[src/rtl/edp_pkg.sv]
`timescale 1ns/1ps
package edp_pkg;
    localparam int SRC_COUNT  = 16;
    localparam int N_W        = 8;
    localparam int M_MAX      = 8;
    localparam int M_W        = 4;
    localparam int FIFO_DEPTH = 16;

    typedef enum logic [0:0] {
        SER_IDLE,
        SER_DRAIN
    } ser_state_t;
endpackage

[src/rtl/edp_sync_bank.sv]
`timescale 1ns/1ps
module edp_sync_bank #(
    parameter int W = 16
) (
    input  logic         clk,
    input  logic [W-1:0] async_in,
    output logic [W-1:0] sync_out
);
    for (genvar g = 0; g < W; g++) begin : g_line
        logic [1:0] stage_q;
        always_ff @(posedge clk) begin
            stage_q <= {stage_q[0], async_in[g]};
        end
        assign sync_out[g] = stage_q[1];
    end
endmodule

[src/rtl/edp_sampler.sv]
`timescale 1ns/1ps
module edp_sampler #(
    parameter int W   = 16,
    parameter int N_W = 8
) (
    input  logic           clk,
    input  logic           rst,
    input  logic           enable,
    input  logic [N_W-1:0] interval,
    input  logic [W-1:0]   lines,
    output logic           samp_vld,
    output logic [W-1:0]   samp_vec
);
    logic [N_W-1:0] tick_cnt;
    logic           at_end;

    assign at_end = (tick_cnt == interval - N_W'(1));

    always_ff @(posedge clk) begin
        if (rst) begin
            tick_cnt <= '0;
            samp_vld <= 1'b0;
            samp_vec <= '0;
        end else begin
            samp_vld <= 1'b0;
            if (!enable) begin
                tick_cnt <= '0;
            end else if (at_end) begin
                tick_cnt <= '0;
                samp_vld <= 1'b1;
                samp_vec <= lines;
            end else begin
                tick_cnt <= tick_cnt + N_W'(1);
            end
        end
    end
endmodule

[src/rtl/edp_folder.sv]
`timescale 1ns/1ps
module edp_folder #(
    parameter int W   = 16,
    parameter int M_W = 4
) (
    input  logic           clk,
    input  logic           rst,
    input  logic           samp_vld,
    input  logic [W-1:0]   samp_vec,
    input  logic [M_W-1:0] group,
    output logic           word_vld,
    output logic [W-1:0]   word
);
    logic [W-1:0]   acc_q;
    logic [M_W-1:0] seen_q;
    logic           closes;

    assign closes = ((M_W+1)'(seen_q) + (M_W+1)'(1)) >= (M_W+1)'(group);

    always_ff @(posedge clk) begin
        if (rst) begin
            acc_q    <= '0;
            seen_q   <= '0;
            word_vld <= 1'b0;
            word     <= '0;
        end else begin
            word_vld <= 1'b0;
            if (samp_vld) begin
                if (closes) begin
                    word     <= acc_q ^ samp_vec;
                    word_vld <= 1'b1;
                    acc_q    <= '0;
                    seen_q   <= '0;
                end else begin
                    acc_q  <= acc_q ^ samp_vec;
                    seen_q <= seen_q + M_W'(1);
                end
            end
        end
    end
endmodule

[src/rtl/edp_vn_serializer.sv]
`timescale 1ns/1ps
module edp_vn_serializer
    import edp_pkg::*;
#(
    parameter int W = 16
) (
    input  logic         clk,
    input  logic         rst,
    input  logic         word_vld,
    input  logic [W-1:0] word,
    output logic         bit_vld,
    output logic         bit_val,
    output logic         word_lost
);
    localparam int PAIRS = W / 2;
    localparam int PW    = (PAIRS > 1) ? $clog2(PAIRS) : 1;
    localparam logic [PW-1:0] LAST = PW'(PAIRS - 1);

    ser_state_t     state_q, state_d;
    logic [W-1:0]   word_q;
    logic [PW-1:0]  idx_q;
    logic           accept;
    logic [W-1:0]   shifted;

    assign accept = word_vld && ((state_q == SER_IDLE) || (idx_q == LAST));

    always_comb begin
        state_d = state_q;
        unique case (state_q)
            SER_IDLE:  if (accept) state_d = SER_DRAIN;
            SER_DRAIN: if (idx_q == LAST && !accept) state_d = SER_IDLE;
            default:   state_d = SER_IDLE;
        endcase
    end

    always_ff @(posedge clk) begin
        if (rst) begin
            state_q <= SER_IDLE;
            idx_q   <= '0;
            word_q  <= '0;
        end else begin
            state_q <= state_d;
            if (accept) begin
                word_q <= word;
                idx_q  <= '0;
            end else if (state_q == SER_DRAIN) begin
                idx_q <= idx_q + PW'(1);
            end
        end
    end

    assign shifted = word_q >> {idx_q, 1'b0};

    always_comb begin
        bit_vld   = 1'b0;
        bit_val   = shifted[0];
        word_lost = word_vld && !accept;
        unique case (state_q)
            SER_IDLE:  bit_vld = 1'b0;
            SER_DRAIN: bit_vld = shifted[0] ^ shifted[1];
            default:   bit_vld = 1'b0;
        endcase
    end
endmodule

[src/rtl/edp_bit_fifo.sv]
`timescale 1ns/1ps
module edp_bit_fifo #(
    parameter int DEPTH = 16
) (
    input  logic clk,
    input  logic rst,
    input  logic push,
    input  logic din,
    input  logic rd_ready,
    output logic rd_valid,
    output logic dout,
    output logic dropped
);
    localparam int AW = $clog2(DEPTH);

    logic [DEPTH-1:0] mem_q;
    logic [AW-1:0]    wp_q, rp_q;
    logic [AW:0]      cnt_q;
    logic             pop, push_ok;

    assign rd_valid = (cnt_q != '0);
    assign dout     = mem_q[rp_q];
    assign pop      = rd_valid && rd_ready;
    assign push_ok  = push && ((cnt_q != (AW+1)'(DEPTH)) || pop);
    assign dropped  = push && !push_ok;

    always_ff @(posedge clk) begin
        if (push_ok) mem_q[wp_q] <= din;
    end

    always_ff @(posedge clk) begin
        if (rst) begin
            wp_q  <= '0;
            rp_q  <= '0;
            cnt_q <= '0;
        end else begin
            if (push_ok) wp_q <= wp_q + AW'(1);
            if (pop)     rp_q <= rp_q + AW'(1);
            cnt_q <= cnt_q + (AW+1)'(push_ok) - (AW+1)'(pop);
        end
    end
endmodule

[src/rtl/entropy_debias_pipe.sv]
`timescale 1ns/1ps
module entropy_debias_pipe
    import edp_pkg::*;
#(
    parameter int SRCS  = SRC_COUNT,
    parameter int NW    = N_W,
    parameter int MW    = M_W,
    parameter int MMAX  = M_MAX,
    parameter int DEPTH = FIFO_DEPTH
) (
    input  logic            clk,
    input  logic            rst,
    input  logic            enable,
    input  logic [NW-1:0]   cfg_interval,
    input  logic [MW-1:0]   cfg_fold,
    input  logic [SRCS-1:0] ent_in,
    input  logic            out_ready,
    output logic            out_valid,
    output logic            out_bit,
    output logic            overflow
);
    logic [NW-1:0]   n_q, n_clamped;
    logic [MW-1:0]   m_q, m_clamped;
    logic [SRCS-1:0] lines_sync, samp_vec, word;
    logic            samp_vld, word_vld, bit_vld, bit_val;
    logic            word_lost, bit_dropped;

    always_comb begin
        n_clamped = (cfg_interval == '0) ? NW'(1) : cfg_interval;
        if (cfg_fold == '0)             m_clamped = MW'(1);
        else if (cfg_fold > MW'(MMAX))  m_clamped = MW'(MMAX);
        else                            m_clamped = cfg_fold;
    end

    always_ff @(posedge clk) begin
        if (rst) begin
            n_q <= NW'(1);
            m_q <= MW'(1);
        end else if (!enable) begin
            n_q <= n_clamped;
            m_q <= m_clamped;
        end
    end

    always_ff @(posedge clk) begin
        if (rst)                           overflow <= 1'b0;
        else if (word_lost || bit_dropped) overflow <= 1'b1;
    end

    edp_sync_bank #(.W(SRCS)) u_sync (
        .clk(clk), .async_in(ent_in), .sync_out(lines_sync)
    );

    edp_sampler #(.W(SRCS), .N_W(NW)) u_sampler (
        .clk(clk), .rst(rst), .enable(enable), .interval(n_q),
        .lines(lines_sync), .samp_vld(samp_vld), .samp_vec(samp_vec)
    );

    edp_folder #(.W(SRCS), .M_W(MW)) u_folder (
        .clk(clk), .rst(rst), .samp_vld(samp_vld), .samp_vec(samp_vec),
        .group(m_q), .word_vld(word_vld), .word(word)
    );

    edp_vn_serializer #(.W(SRCS)) u_vn (
        .clk(clk), .rst(rst), .word_vld(word_vld), .word(word),
        .bit_vld(bit_vld), .bit_val(bit_val), .word_lost(word_lost)
    );

    edp_bit_fifo #(.DEPTH(DEPTH)) u_fifo (
        .clk(clk), .rst(rst), .push(bit_vld), .din(bit_val),
        .rd_ready(out_ready), .rd_valid(out_valid), .dout(out_bit),
        .dropped(bit_dropped)
    );
endmodule

[config.mk]
export PLATFORM = sky130hd
export DESIGN_NAME = entropy_debias_pipe
export DESIGN_NICKNAME = d
export VERILOG_FILES = /design/src/rtl/edp_pkg.sv /design/src/rtl/edp_sync_bank.sv /design/src/rtl/edp_sampler.sv /design/src/rtl/edp_folder.sv /design/src/rtl/edp_vn_serializer.sv /design/src/rtl/edp_bit_fifo.sv /design/src/rtl/entropy_debias_pipe.sv
export SDC_FILE = /design/constraint.sdc
export NUM_CORES = 1
export LEC_CHECK = 0
export ABC_AREA = 1
export BUFFER_PORTS_ARGS = -buffer_cell sky130_fd_sc_hd__buf_4
export CAP_MARGIN = 5
export CELL_PAD_IN_SITES_DETAIL_PLACEMENT = 2
export CELL_PAD_IN_SITES_GLOBAL_PLACEMENT = 2
export CORE_ASPECT_RATIO = 1.25
export CORE_MARGIN = 2
export CORE_UTILIZATION = 35
export DETAILED_ROUTE_END_ITERATION = 16
export GPL_ROUTABILITY_DRIVEN = 0
export PLACE_DENSITY_LB_ADDON = 0.3
export SKIP_LAST_GASP = 1
export SLEW_MARGIN = 20
export SYNTH_ARGS = -nofsm -noshare
export SYNTH_HDL_FRONTEND = slang
export SYNTH_SLANG_ARGS = --single-unit
[constraint.sdc]
create_clock -name clk -period 3.48 [get_ports clk]
set_input_delay 0.696 -clock clk [delete_from_list [all_inputs] [get_ports clk]]
set_output_delay 0.696 -clock clk [all_outputs]
set_load 0.01 [all_outputs]
**Yosys cells after proc, flatten, opt, wreduce, memory -nomap -nowiden**

Index checks and enable logic that the tools add are counted.

- $add $sub $neg: 9
- Multipliers: 0
- Divide/modulo/power cells: 0
- Magnitude comparators: 5
- Eq/ne operators: 3
- Shift-type cells: 1
- Multiplexer cells: 16
- Bitwise gates (word level): 5
- Reductions and logical operators: 21

Operators by type and width:

| operator | count |
|---|---|
| $bwmux W16 | 1 |
| $mux W16 | 1 |
| $shr A16 B4 Y2 | 1 |
| $xor A16 B16 Y16 | 1 |
| $add A4 B1 Y4 const B | 3 |
| $mux W4 | 3 |
| $lt A4 B5 Y1 const B | 2 |
| $add A8 B1 Y8 const B | 1 |
| $eq A8 B8 Y1 | 1 |
| $logic_not A8 Y1 | 1 |
| $mux W8 | 1 |
| $sub A8 B1 Y8 const B | 1 |
| $logic_and A1 B1 Y1 | 7 |
| $mux W1 | 6 |
| $reduce_or A2 Y1 | 3 |
| $add A4 B1 Y5 const B | 1 |
| $add A5 B1 Y5 | 1 |
| $ge A5 B4 Y1 | 1 |
| $ne A5 B5 Y1 const B | 1 |
| $reduce_bool A5 Y1 | 1 |
| $sub A5 B1 Y5 | 1 |
| $bmux W1 S4 | 1 |
| $demux W1 S4 | 1 |
| $ge A4 B1 Y1 const B | 1 |
| other kinds (11) | 18 |

- Flip-flop bits (word level): 156
- Bits in latches: 0
- Bits in writable memories: 0
- Bits in read-only memories: 0
- Input port bits: 32
- Output and inout bits: 3
- Logic and storage cells: 93
- Memories: 0

**Depth between registers and ports, before layout**

- Depth after elaboration: 7
- Mapped depth: 17
- Depth with buffers taken out: 16

**Hierarchy**

From an unflattened synthesis, not the netlist that was laid out.

- Cell total of the unflattened synthesis: 880
- Area total of the unflattened synthesis: 7109.3 µm²

By module, submodules not included:

| module | instances | cells each | area each (µm²) | sequential area each (µm²) |
|---|---|---|---|---|
| edp_folder | 1 | 191 | 1714.1 | 740.7 |
| edp_sampler | 1 | 261 | 1606.5 | 500.5 |
| edp_bit_fifo | 1 | 187 | 1595.3 | 740.7 |
| edp_vn_serializer | 1 | 131 | 964.7 | 400.4 |
| edp_sync_bank | 1 | 48 | 760.7 | 640.6 |
| entropy_debias_pipe | 1 | 62 | 467.9 | 260.2 |

**Worst setup path after synthesis**

Ideal clock, no wire load.

- Path type: register to register
- From: register u_vn.idx_q[0]
- To: register u_fifo.cnt_q[4]
- Setup time: 0.070 ns
- Arrival time: 2.440 ns
- Data required time: 3.410 ns
- Setup slack: 0.971 ns
- Cell stages (with the launch flop): 18
- Path buffers: 1
- Period minus slack after synthesis: 2.509 ns
- Cells stage by stage: dfxtp_1 > buf_2 > inv_2 > nand2_1 > nand3_1 > nand2_1 > nand2_1 > nand2_1 > nand2_1 > nand4_1 > inv_2 > ha_1 > fa_1 > nand2_1 > a21oi_1 > nor2_1 > o21ai_0 > a21oi_1

- Cells in the longest elaborated chain, start to end: 6

RTL lines:

| item | RTL line | source |
|---|---|---|
| start, declared | edp_vn_serializer.sv:21 | `logic [PW-1:0] idx_q;` |
| start signal, assigned | edp_vn_serializer.sv:47 | `idx_q <= idx_q + PW'(1);` |
| $shr A16 B4 Y2 | edp_vn_serializer.sv:52 | `assign shifted = word_q >> {idx_q, 1'b0};` |
| net bit_val | entropy_debias_pipe.sv:25 | `logic samp_vld, word_vld, bit_vld, bit_val;` |
| $xor A1 B1 Y1 | edp_vn_serializer.sv:60 | `SER_DRAIN: bit_vld = shifted[0] ^ shifted[1];` |
| $pmux W1 S2 | edp_vn_serializer.sv:58 | `unique case (state_q)` |
| $logic_and A1 B1 Y1 | edp_bit_fifo.sv:24 | `assign push_ok = push && ((cnt_q != (AW+1)'(DEPTH)) \|\| pop);` |
| net u_fifo.push_ok | edp_bit_fifo.sv:19 | `logic pop, push_ok;` |
| $add A5 B1 Y5 | edp_bit_fifo.sv:39 | `cnt_q <= cnt_q + (AW+1)'(push_ok) - (AW+1)'(pop);` |
| $sub A5 B1 Y5 | edp_bit_fifo.sv:39 |  |
| end signal, assigned | edp_bit_fifo.sv:39 |  |
| end, declared | edp_bit_fifo.sv:18 | `logic [AW:0] cnt_q;` |

The timed path passes the listed nets, and every way through them passes these cells.
A chain may end at the register's enable or synchronous reset.

**Worst setup path in the final report**

Same ends and word-level chain as after synthesis.

==> out/metrics.yaml <==
outcome: "finished clean"
pin_count: 35
finalNetCount: 890
cap_violations: 0
slew_violations: 0
track_usage_pct: 18.2
holdCritPathClass: "reg -> reg"
cts_tree: "yes"
power.leakage_nw: 3.23
fmax_ghz: 0.329
fp.dieH_um: 156
finalSetupViolCount: 0
cts_max_path_buffers: 2
fin_worst_skew_ns: 0.00917
synth-seq-cells: 156
synth_top_cell_by_area: "dfxtp_1"
end_kind: "flop"
arrival_ns: 3.38
cp_max_fo: 17
cp-start-kind: "flop"
route.detailed.wl_per_inst_um: 15.4
synth_commonest_cells: "nand2_1 (176), dfxtp_1 (140), inv_1 (116)"
die_area_sq_um: 19500
grt_max_degree: 45
post-route-period-util_pct: 87.2
syn_area_sq_um: 6440
required_ns: 3.82
root_buffer: "clkbuf_16"
drc: 0
routed_wl_um: 16600
fin_crit_ns: 3.04
antenna_left: 0
hold_viol_final: 0
antenna_cells: 0
holdBufCountCts: 0
synthArstFlopShare_pct: 0
clkSinkCount: 156
cts_setup_buffers: 0
start_util_pct: 35.6
ys_types: 39
final_cell_count_no_fill: 1078
multiInputGateArea_sq_um: 2600
yosys-top-cells-area: "dfxtp_1 (44%), nand2_1 (10%), edfxtp_1 (7.5%), inv_1 (6.8%), nor2_1 (5.1%)"
die_x_um: 125
synthToLayoutAreaGrowth_pct: 16.2
drive_gt1_share_pct: 9.88
yosysSeqAreaShare_pct: 51.0
insertion_delay_ns: 0.42
numCtsBuffers: 17
worstSetupPathType: "reg -> reg"
grt_overflow: 0
power_per_cell_area_nw_per_um2: 586
place_hpwl_um: 12000
synthFlopType: "dfxtp_1"
fill_cells: 2065
yosys_warnings: 0
syn_avg_cell_area_sq_um: 8.00
regArea_sq_um: 3280
rows: 55
first_iter_violations: 116
peakVddDrop_uv: 296
vias_per_cell: 4.80
syn_inst: 805
rsz0062_at_grt: "no"
coreArea_sq_um: 18100
grt_antenna_before_repair: 0
placed_cells: 1046
synth_nets: 858
clk_pin_slew_ns: 0.06
relSlewSlack_pct: 37.8
dr.pass1.iters: 4
dr_total_vias: 5172
htreeDepth: 4
grt_pass1_vias: 5928
setup-tns-final_ns: 0
synth-edff-count: 16
netlist.area_leader.share_pct: 43.5
grt_first_pass_wirelength_um: 28700
yosysMostFrequentCell: "nand2_1"
worst_pin_slew_ns: 0.931
cts.repair.resized: 0
port_buffers: 34
[cell families (layout without fill, tap and decap cells)]
kind of cell    after synthesis  count (layout)  share of synthesized area (%)
fa+ha+maj                    21              21                           4.20
simple gates                326             326                           21.4
buf+inv                     145             190                           8.70
xor+xnor                     33              33                           4.49
flops                       156             156                           51.0
compound gates              124             124                           10.2
[final cells by class]
cell class / instances / share of cell area, %
Sequential cell: 156 / 43.9
Multi-Input combinational cell: 504 / 34.8
Inverter: 120 / 6.02
Clock buffer: 17 / 5.68
Timing Repair Buffer: 38 / 3.81
Tap cell: 228 / 3.81
Clock inverter: 15 / 2.04
[per-layer routing]
| layer | vias to the layer above | track usage (%) | wire length [um] |
|---|---|---|---|
| met3 | 11 | 3.22 | 308 |
| met4 | 0 | 5.24 | 155 |
| met5 | - | 0 | 0 |
| li1 | 2615 | - | - |
| met1 | 2498 | 19.0 | 6720 |
| met2 | 48 | 36.6 | 9380 |
[final timing paths]
path	startpoint	endpoint	slack [ns]	cells after the start
hold / removal	u_sync.g_line[0].stage_q[0]	u_sync.g_line[0].stage_q[1]	0.33	0
setup reg to reg	u_vn.idx_q[0]	u_fifo.cnt_q[4]	0.44	16
hold reg to reg	u_sync.g_line[0].stage_q[0]	u_sync.g_line[0].stage_q[1]	0.33	0
setup / recovery	u_vn.idx_q[0]	u_fifo.cnt_q[4]	0.44	16
[worst max-delay path, cell delays in order (launching register included)]
cell     delay (ns)
dfxtp_1        0.54
inv_2          0.16
nand2_1        0.11
nand3_1        0.10
nand2_1        0.09
nand2_1        0.07
nand2_2        0.21
nand2_1        0.11
nand4_1        0.20
inv_2          0.13
ha_1           0.24
fa_1           0.44
nand2_1        0.09
a21oi_1        0.06
nor2_1         0.13
o21ai_0        0.10
a21oi_1        0.17
[power by group]
part	internal (mW)	switching, mW	leakage [nW]	total [mW]
logic	0.228	0.390	1.65	0.618
clock network	1.01	0.793	0.283	1.80
registers	1.90	0.0679	1.29	1.97
total	3.13	1.25	3.23	4.38
[metrics by stage]
step                      cell area, sq um  utilization, %  setup WS [ns]  total power [mW]  hold slack (ns)
final                                 7480            41.3          0.444              4.38            0.325
after global routing                  7480            41.3          0.104              4.62            0.335
after CTS                             7480            41.3          0.293              4.45            0.329
after detailed placement              6900            38.1          0.347              2.63            0.315
after global placement                6900            38.1          0.581              2.55            0.310
after floorplan                       6440               -          0.971              2.41            0.310
[cell usage in the layout, fill, tap and decap left out, types with 2 or more instances in the layout]
cell type	n
nand2_1	175
dfxtp_1	140
inv_1	116
nor2_1	88
a21oi_1	63
o21ai_0	44
buf_4	38
nand3_1	30
xor2_1	26
ha_1	20
nand4_1	18
clkbuf_16	17
edfxtp_1	16
xnor2_1	7
inv_6	7
o22ai_1	5
inv_2	3
nand2_2	3
clkinv_4	3
o21bai_1	2
nor2_2	2
o221ai_1	2
o211ai_1	2
nor2_4	2
nand3b_1	2
[sequential cells by signal (all words and copies together) (netlist names), 8 cells and up]
| signal | cells |
|---|---|
| u_sync.g_line.stage_q | 32 |
| n_q | 8 |
| u_folder.acc_q | 16 |
| u_fifo.mem_q | 16 |
| u_sampler.tick_cnt | 8 |
| u_folder.word | 16 |
| u_vn.word_q | 16 |
| u_sampler.samp_vec | 16 |
No activity file was read; power rests on OpenSTA's default activity.
